$ cat src/rtl/eep_pkg.sv
// Shared constants and types for the edge event packer.
// Assumes a 32-bit output word made of two 16-bit edge times.
package eep_pkg;
    localparam int WORD_W    = 32;
    localparam int EDGE_W    = WORD_W / 2;
    localparam int HDR_WORDS = 4;

    typedef enum logic [1:0] {
        SEC_HDR  = 2'd0,
        SEC_PAT  = 2'd1,
        SEC_TIME = 2'd2,
        SEC_STAT = 2'd3
    } rec_sec_t;
endpackage

$ cat src/rtl/eep_chan_capture.sv
// Per-channel dual-edge capture with HITS slots.
// Stores the rising time when a slot is free and the falling time for an
// open hit. Counts a rising edge with no free slot as overflow. A falling
// edge with no open hit is dropped. Assumes sig is synchronous and HITS >= 2.
module eep_chan_capture #(
    parameter int HITS = 4
) (
    input  logic                             clk,
    input  logic                             rst_n,
    input  logic                             clr,
    input  logic                             en,
    input  logic                             sig,
    input  logic [eep_pkg::EDGE_W-1:0]       tnow,
    output logic [HITS*eep_pkg::EDGE_W-1:0]  lead_o,
    output logic [HITS*eep_pkg::EDGE_W-1:0]  trail_o,
    output logic                             ovf_o
);
    import eep_pkg::*;
    localparam int CW = $clog2(HITS + 1);
    localparam int IW = $clog2(HITS);
    localparam logic [EDGE_W-1:0] EMPTY = '1;

    logic              prev_q;
    logic              open_q;
    logic [CW-1:0]     cnt_q;
    logic [EDGE_W-1:0] lead_q  [HITS];
    logic [EDGE_W-1:0] trail_q [HITS];
    logic              rise, fall;

    assign rise = sig & ~prev_q;
    assign fall = ~sig & prev_q;

    // Track the previous level, even while capture is frozen.
    always_ff @(posedge clk) begin
        if (!rst_n) prev_q <= 1'b0;
        else        prev_q <= sig;
    end

    // Fill slots in arrival order; empty all of them on clear.
    always_ff @(posedge clk) begin
        if (!rst_n || clr) begin
            cnt_q  <= '0;
            open_q <= 1'b0;
            ovf_o  <= 1'b0;
            for (int i = 0; i < HITS; i++) begin
                lead_q[i]  <= EMPTY;
                trail_q[i] <= EMPTY;
            end
        end else if (en) begin
            if (rise) begin
                if (cnt_q == CW'(HITS)) begin
                    ovf_o <= 1'b1;
                end else begin
                    lead_q[cnt_q[IW-1:0]] <= tnow;
                    open_q <= 1'b1;
                end
            end else if (fall && open_q) begin
                trail_q[cnt_q[IW-1:0]] <= tnow;
                cnt_q  <= cnt_q + 1'b1;
                open_q <= 1'b0;
            end
        end
    end

    for (genvar g = 0; g < HITS; g++) begin : g_flat
        assign lead_o[g*EDGE_W +: EDGE_W]  = lead_q[g];
        assign trail_o[g*EDGE_W +: EDGE_W] = trail_q[g];
    end
endmodule

$ cat src/rtl/eep_framer.sv
// Record serializer: header, strip pattern, timing words, status word.
// Assumes start is only pulsed while out_valid is low, and that the inputs
// stay stable for the whole record.
module eep_framer #(
    parameter int NCH    = 16,
    parameter int HITS   = 4,
    parameter int STRIPS = 128
) (
    input  logic                                 clk,
    input  logic                                 rst_n,
    input  logic                                 start,
    input  logic [eep_pkg::WORD_W-1:0]           id_i,
    input  logic [eep_pkg::WORD_W-1:0]           evt_i,
    input  logic [2*eep_pkg::WORD_W-1:0]         ts_i,
    input  logic [STRIPS-1:0]                    pat_i,
    input  logic [NCH*HITS*eep_pkg::EDGE_W-1:0]  lead_i,
    input  logic [NCH*HITS*eep_pkg::EDGE_W-1:0]  trail_i,
    input  logic [eep_pkg::WORD_W-1:0]           status_i,
    input  logic                                 out_ready,
    output logic                                 out_valid,
    output logic [eep_pkg::WORD_W-1:0]           out_data,
    output logic                                 out_last
);
    import eep_pkg::*;
    localparam int PW = STRIPS / WORD_W;
    localparam int NT = NCH * HITS;
    localparam int NW = HDR_WORDS + PW + NT + 1;
    localparam int IW = $clog2(NW);

    logic [IW-1:0] idx_q;
    rec_sec_t      sec;
    int            ix;

    // Step through word indices while the receiver accepts.
    always_ff @(posedge clk) begin
        if (!rst_n) begin
            out_valid <= 1'b0;
            idx_q     <= '0;
        end else if (start) begin
            out_valid <= 1'b1;
            idx_q     <= '0;
        end else if (out_valid && out_ready) begin
            if (idx_q == IW'(NW - 1)) out_valid <= 1'b0;
            else                      idx_q     <= idx_q + 1'b1;
        end
    end

    // Decode the index into a section and select the word.
    always_comb begin
        ix = int'(idx_q);
        if (ix < HDR_WORDS)                sec = SEC_HDR;
        else if (ix < HDR_WORDS + PW)      sec = SEC_PAT;
        else if (ix < HDR_WORDS + PW + NT) sec = SEC_TIME;
        else                               sec = SEC_STAT;
        out_data = '0;
        case (sec)
            SEC_HDR: begin
                case (idx_q[1:0])
                    2'd0:    out_data = id_i;
                    2'd1:    out_data = evt_i;
                    2'd2:    out_data = ts_i[2*WORD_W-1:WORD_W];
                    default: out_data = ts_i[WORD_W-1:0];
                endcase
            end
            SEC_PAT:  out_data = pat_i[(ix - HDR_WORDS)*WORD_W +: WORD_W];
            SEC_TIME: out_data = {lead_i[(ix - HDR_WORDS - PW)*EDGE_W +: EDGE_W],
                                  trail_i[(ix - HDR_WORDS - PW)*EDGE_W +: EDGE_W]};
            default:  out_data = status_i;
        endcase
    end

    assign out_last = out_valid && (idx_q == IW'(NW - 1));
endmodule

$ cat src/rtl/edge_event_packer.sv
// Top level: window time base, trigger acceptance, event latches, the
// channel capture array and the record framer.
// Assumes that chan_in and trig are synchronous to clk, NCH <= 16, and
// that STRIPS is a multiple of 32.
module edge_event_packer #(
    parameter int NCH    = 16,
    parameter int HITS   = 4,
    parameter int STRIPS = 128
) (
    input  logic              clk,
    input  logic              rst_n,
    input  logic [NCH-1:0]    chan_in,
    input  logic [STRIPS-1:0] strip_in,
    input  logic              trig,
    input  logic [31:0]       det_id,
    input  logic [63:0]       ts_in,
    input  logic              out_ready,
    output logic              out_valid,
    output logic [31:0]       out_data,
    output logic              out_last
);
    import eep_pkg::*;
    localparam int RW = WORD_W - NCH;
    localparam int SW = HITS * EDGE_W;
    localparam logic [EDGE_W-1:0] T_MAX = {{(EDGE_W-1){1'b1}}, 1'b0};

    logic                     accept, rec_done;
    logic [EDGE_W-1:0]        tnow_q;
    logic [WORD_W-1:0]        evt_next_q, evt_q, id_q;
    logic [63:0]              ts_q;
    logic [STRIPS-1:0]        pat_q;
    logic [RW-1:0]            rej_q, rej_snap_q;
    logic [NCH*SW-1:0]        lead_all, trail_all;
    logic [NCH-1:0]           ovf_all;

    assign accept   = trig && !out_valid;
    assign rec_done = out_valid && out_ready && out_last;

    // Window time: restart after a record, saturate, hold while sending.
    always_ff @(posedge clk) begin
        if (!rst_n || rec_done)               tnow_q <= '0;
        else if (!out_valid && tnow_q != T_MAX) tnow_q <= tnow_q + 1'b1;
    end

    // Latch the event fields and assign the event number on acceptance.
    always_ff @(posedge clk) begin
        if (!rst_n) begin
            evt_next_q <= '0;
            evt_q      <= '0;
            id_q       <= '0;
            ts_q       <= '0;
            pat_q      <= '0;
            rej_snap_q <= '0;
        end else if (accept) begin
            evt_q      <= evt_next_q;
            evt_next_q <= evt_next_q + 1'b1;
            id_q       <= det_id;
            ts_q       <= ts_in;
            pat_q      <= strip_in;
            rej_snap_q <= rej_q;
        end
    end

    // Count triggers refused while a record is in flight.
    always_ff @(posedge clk) begin
        if (!rst_n)                                rej_q <= '0;
        else if (trig && out_valid && rej_q != '1) rej_q <= rej_q + 1'b1;
    end

    for (genvar c = 0; c < NCH; c++) begin : g_ch
        eep_chan_capture #(.HITS(HITS)) u_cap (
            .clk     (clk),
            .rst_n   (rst_n),
            .clr     (rec_done),
            .en      (!out_valid),
            .sig     (chan_in[c]),
            .tnow    (tnow_q),
            .lead_o  (lead_all[c*SW +: SW]),
            .trail_o (trail_all[c*SW +: SW]),
            .ovf_o   (ovf_all[c])
        );
    end

    eep_framer #(.NCH(NCH), .HITS(HITS), .STRIPS(STRIPS)) u_frm (
        .clk       (clk),
        .rst_n     (rst_n),
        .start     (accept),
        .id_i      (id_q),
        .evt_i     (evt_q),
        .ts_i      (ts_q),
        .pat_i     (pat_q),
        .lead_i    (lead_all),
        .trail_i   (trail_all),
        .status_i  ({rej_snap_q, ovf_all}),
        .out_ready (out_ready),
        .out_valid (out_valid),
        .out_data  (out_data),
        .out_last  (out_last)
    );
endmodule

$ cat config.mk
export PLATFORM = sky130hd
export DESIGN_NAME = edge_event_packer
export DESIGN_NICKNAME = d
export VERILOG_FILES = /design/src/rtl/eep_pkg.sv /design/src/rtl/eep_chan_capture.sv /design/src/rtl/eep_framer.sv /design/src/rtl/edge_event_packer.sv
export SDC_FILE = /design/constraint.sdc
export NUM_CORES = 2
export LEC_CHECK = 0
export ABC_AREA = 1
export BUFFER_PORTS_ARGS = -buffer_cell sky130_fd_sc_hd__buf_2
export CELL_PAD_IN_SITES_DETAIL_PLACEMENT = 1
export CELL_PAD_IN_SITES_GLOBAL_PLACEMENT = 1
export CORE_MARGIN = 5
export CORE_UTILIZATION = 35
export DETAILED_ROUTE_END_ITERATION = 7
export GPL_ROUTABILITY_DRIVEN = 0
export PLACE_DENSITY_LB_ADDON = 0.1
export SLEW_MARGIN = 20
export SYNTH_ARGS = -nofsm -noshare
export SYNTH_HDL_FRONTEND = slang
export SYNTH_SLANG_ARGS = --single-unit
export TNS_END_PERCENT = 1
$ cat constraint.sdc
create_clock -name clk -period 4.1 [get_ports clk]
set_input_delay 1.23 -clock clk [delete_from_list [all_inputs] [get_ports clk]]
set_output_delay 1.23 -clock clk [all_outputs]
set_load 0.02 [all_outputs]
==> flow_summary.yaml <==
setup_path:
  rrSetupSlack_ns: 0.04
  endpoint_kind: "output pin"
  crit_chain: "buf_6 -> buf_16 -> buf_16 -> buf_16 -> buf_12 -> nor2_1 -> nor2_1 -> o21ai_0 -> nand2_1 -> a21oi_1 -> nand2_1 -> nand3_2 -> buf_6 -> nand2_1 -> buf_6 -> nand2_1 -> a21oi_2 -> buf_4 -> buf_4"
  cp-start-kind: "flop"
  slowest_stage: "dfxtp_4"
  critPathMaxFanout: 15
  critical_path_class: "reg -> out"
  critical_path_arrival_ns: 3.74
  timing.critical_path.mode_cell: "nand2_1"
  cp.required_ns: 2.87
  slowest_delay_ns: 0.37
detailed_routing:
  vias: 96744
  drtAntennaViolNets: 0
  dr.pass1.iters: 5
  via_per_inst: 5.30
  drtIter0Drc: 9269
  finalWirelength_mm: 488
  post-route-drc-count: 0
  wl_per_cell_um: 26.7
die:
  start_util_pct: 35.2
  die-area_um2: 340000
  fp.dieW_um: 583
  rows: 210
  io_pins: 278
  core-area_um2: 327000
  die_h_um: 583
clock_network:
  cts_tree: "built"
  clock_latency_ns: 0.92
  root_buffer: "clkbuf_16"
  h-tree-depth: 5
  cts.sinks: 2488
  clk_transition_reported_paths_ns: 0.06
  cts_buffers: 295
  cts_max_path_buffers: 4
sta:
  setup_viol: 33
  tightest_slew_ns: 1.31
  finalMaxSlewViolations: 0
  rsz0062_at_grt: "true"
  setup_tns_ns: -25.63
  skew_ns: 0.0399
  layout_min_cycle_time_ns: 4.97
  hold_violations: 0
  fin_crit_sh_pct: 121
  worst_slack_ns: -0.867
  slew_headroom_pct: 12.7
  max_freq_mhz: 201
synth:
  synth-xor-area-share_pct: 0.267
  synth_edf_count: 2048
  synthArstFlopShare_pct: 0
  avgSynthCellArea_um2: 8.79
  synth.area.top_cells: "edfxtp_1 53%, nand2_1 13%, dfxtp_1 7.7%"
  synth_most_common_cell: "nand2_1"
  syn_nets: 13371
  synth_top_area_share_pct: 53.5
  yosysSeqAreaShare_pct: 61.1
  synth_area_um2: 115000
  synth_compound_area_share_pct: 6.02
  synth-simple-area-share_pct: 26.2
  synthCells: 13084
  ys_types: 42
  ys.flop_type: "edfxtp_1"
  synthAdderAreaFrac_pct: 0.468
  yosysWarnings: 0
  synthMuxAreaShare_pct: 0
  netlist.top_cell.by_area: "edfxtp_1"
  synth_top_family_by_area: "simple AND/OR/NAND/NOR gates"
  synthTopCellsByCount: "4,054 x nand2_1, 2,267 x nor2_1, 2,048 x edfxtp_1, 780 x nand3_1, 755 x o21ai_0"
  ys_seq_elements: 2488
place:
  dp.cells: 17635
  port_buffers: 277
  hpwl_mm: 320
grt:
  grt_pass1_wl_mm: 691
  grt_max_degree: 252
  track_usage_pct: 27.6
  grt_pass1_vias: 96887
  antenna_found_initial: 19
  overflow: 0
finish:
  fillers: 37389
  area_growth_pct: 22.0
  final_cells: 18260
  register_area_um2: 70300
  drive_gt1_share_pct: 17.4
  nets: 13963
  multi_input_area_um2: 39600
power:
  peakVddDrop_mv: 0.320
  p_per_area_nw_per_um2: 422
  leakagePower_nw: 50.7
status:
  outcome: "complete, but fails checks"
  failed_checks: "setup timing"
flow_run:
  max_cap_violations: 0
min_path:
  min_path_type: "reg -> reg"
==> placed cells by master, fill, tap and decap left out, types with 147 or more instances in the layout <==
cell | Yosys | layout
buf_2 | 168 | 245
nand2_1 | 4054 | 3894
nand2_2 | 3 | 147
edfxtp_1 | 2048 | 2048
inv_1 | 676 | 665
nand3_1 | 780 | 746
o21ai_0 | 755 | 694
or2_2 | 238 | 238
buf_12 | 1 | 201
clkbuf_16 | 0 | 312
a21oi_1 | 461 | 388
dfxtp_1 | 440 | 432
buf_4 | 30 | 656
nor2_1 | 2267 | 2206
==> critical path, delay by kind of cell (launching register included) <==
kind	cells	cell delay (ns)
buffers and inverters	9	1.34
and+or+nand+nor	7	0.73
DFF	1	0.37
AOI/OAI and AO/OA	3	0.32
==> routing by layer <==
metal	routed length (µm)	track usage (%)
met1	218000	38.8
met2	224000	44.3
met3	28000	3.06
met4	18000	9.36
met5	4	0
==> stage by stage <==
stage	worst slack, ns	hold slack (ns)	cell area (µm²)	utilization, %	total power, mW
after global routing	-0.908	0.472	140000	42.9	61.0
after floorplan	-0.302	0.424	115000	-	30.7
after detailed placement	-0.536	0.439	127000	39.0	33.3
final	-0.867	0.449	140000	42.9	59.2
after CTS	-0.938	0.448	139000	42.5	59.5
after global placement	-0.521	0.435	127000	39.0	33.3
==> kinds of logic after synthesis <==
logic type                 after synthesis
and+or+nand+nor                       7498
DFF                                   2488
buffers and inverters                 1691
AOI/OAI and AO/OA                     1329
adders and majority gates               43
xor gates and xnor gates                35
==> cell type report <==
| cell class | count | share of cell area, % |
|---|---|---|
| Timing Repair inverter | 2 | 0.0161 |
| Clock inverter | 118 | 0.745 |
| Sequential cell | 2488 | 50.1 |
| Antenna cell | 3 | 0.00535 |
| Multi-Input combinational cell | 8905 | 28.2 |
| Inverter | 759 | 2.12 |
| Timing Repair Buffer | 1225 | 8.92 |
| Tap cell | 4346 | 3.88 |
| Clock buffer | 414 | 5.92 |
==> worst paths after layout <==
| path | from | to | cells past startpoint |
|---|---|---|---|
| min reg2reg | g_ch[14].u_cap.open_q | g_ch[14].u_cap.open_q | 2 |
| min | g_ch[14].u_cap.open_q | g_ch[14].u_cap.open_q | 2 |
| max | u_frm.idx_q[0] | out_data[9] | 19 |
| max reg2reg | u_frm.idx_q[1] | g_ch[0].u_cap.lead_q[2][5] | 14 |
==> power breakdown <==
group          leakage, nW  internal, mW  total, mW  switching [mW]
clock network         4.58          14.8       26.0            11.2
logic                 28.0          1.61       5.17            3.56
registers             18.2          27.8       28.0           0.209
==> what timing repair did <==
item	CTS	global route
buffers inserted	32	27
endpoints found under the setup margin	89	130
gates resized for setup	331	259
hold buffers	0	0
cloned	25	11
pin swaps	53	77
==> sequential cells by signal, summed over array words and instances, names as in the netlist <==
name                flops
g_ch.u_cap.lead_q    1024
g_ch.u_cap.trail_q   1024
pat_q                 128
ts_q                   64
g_ch.u_cap.cnt_q       48
evt_next_q             32
evt_q                  32
id_q                   32
g_ch.u_cap.open_q      16
g_ch.u_cap.ovf_o       16
g_ch.u_cap.prev_q      16
rej_q                  16
rej_snap_q             16
tnow_q                 16
u_frm.idx_q             7
u_frm.out_valid         1
Power figures use the tool's default switching activity.
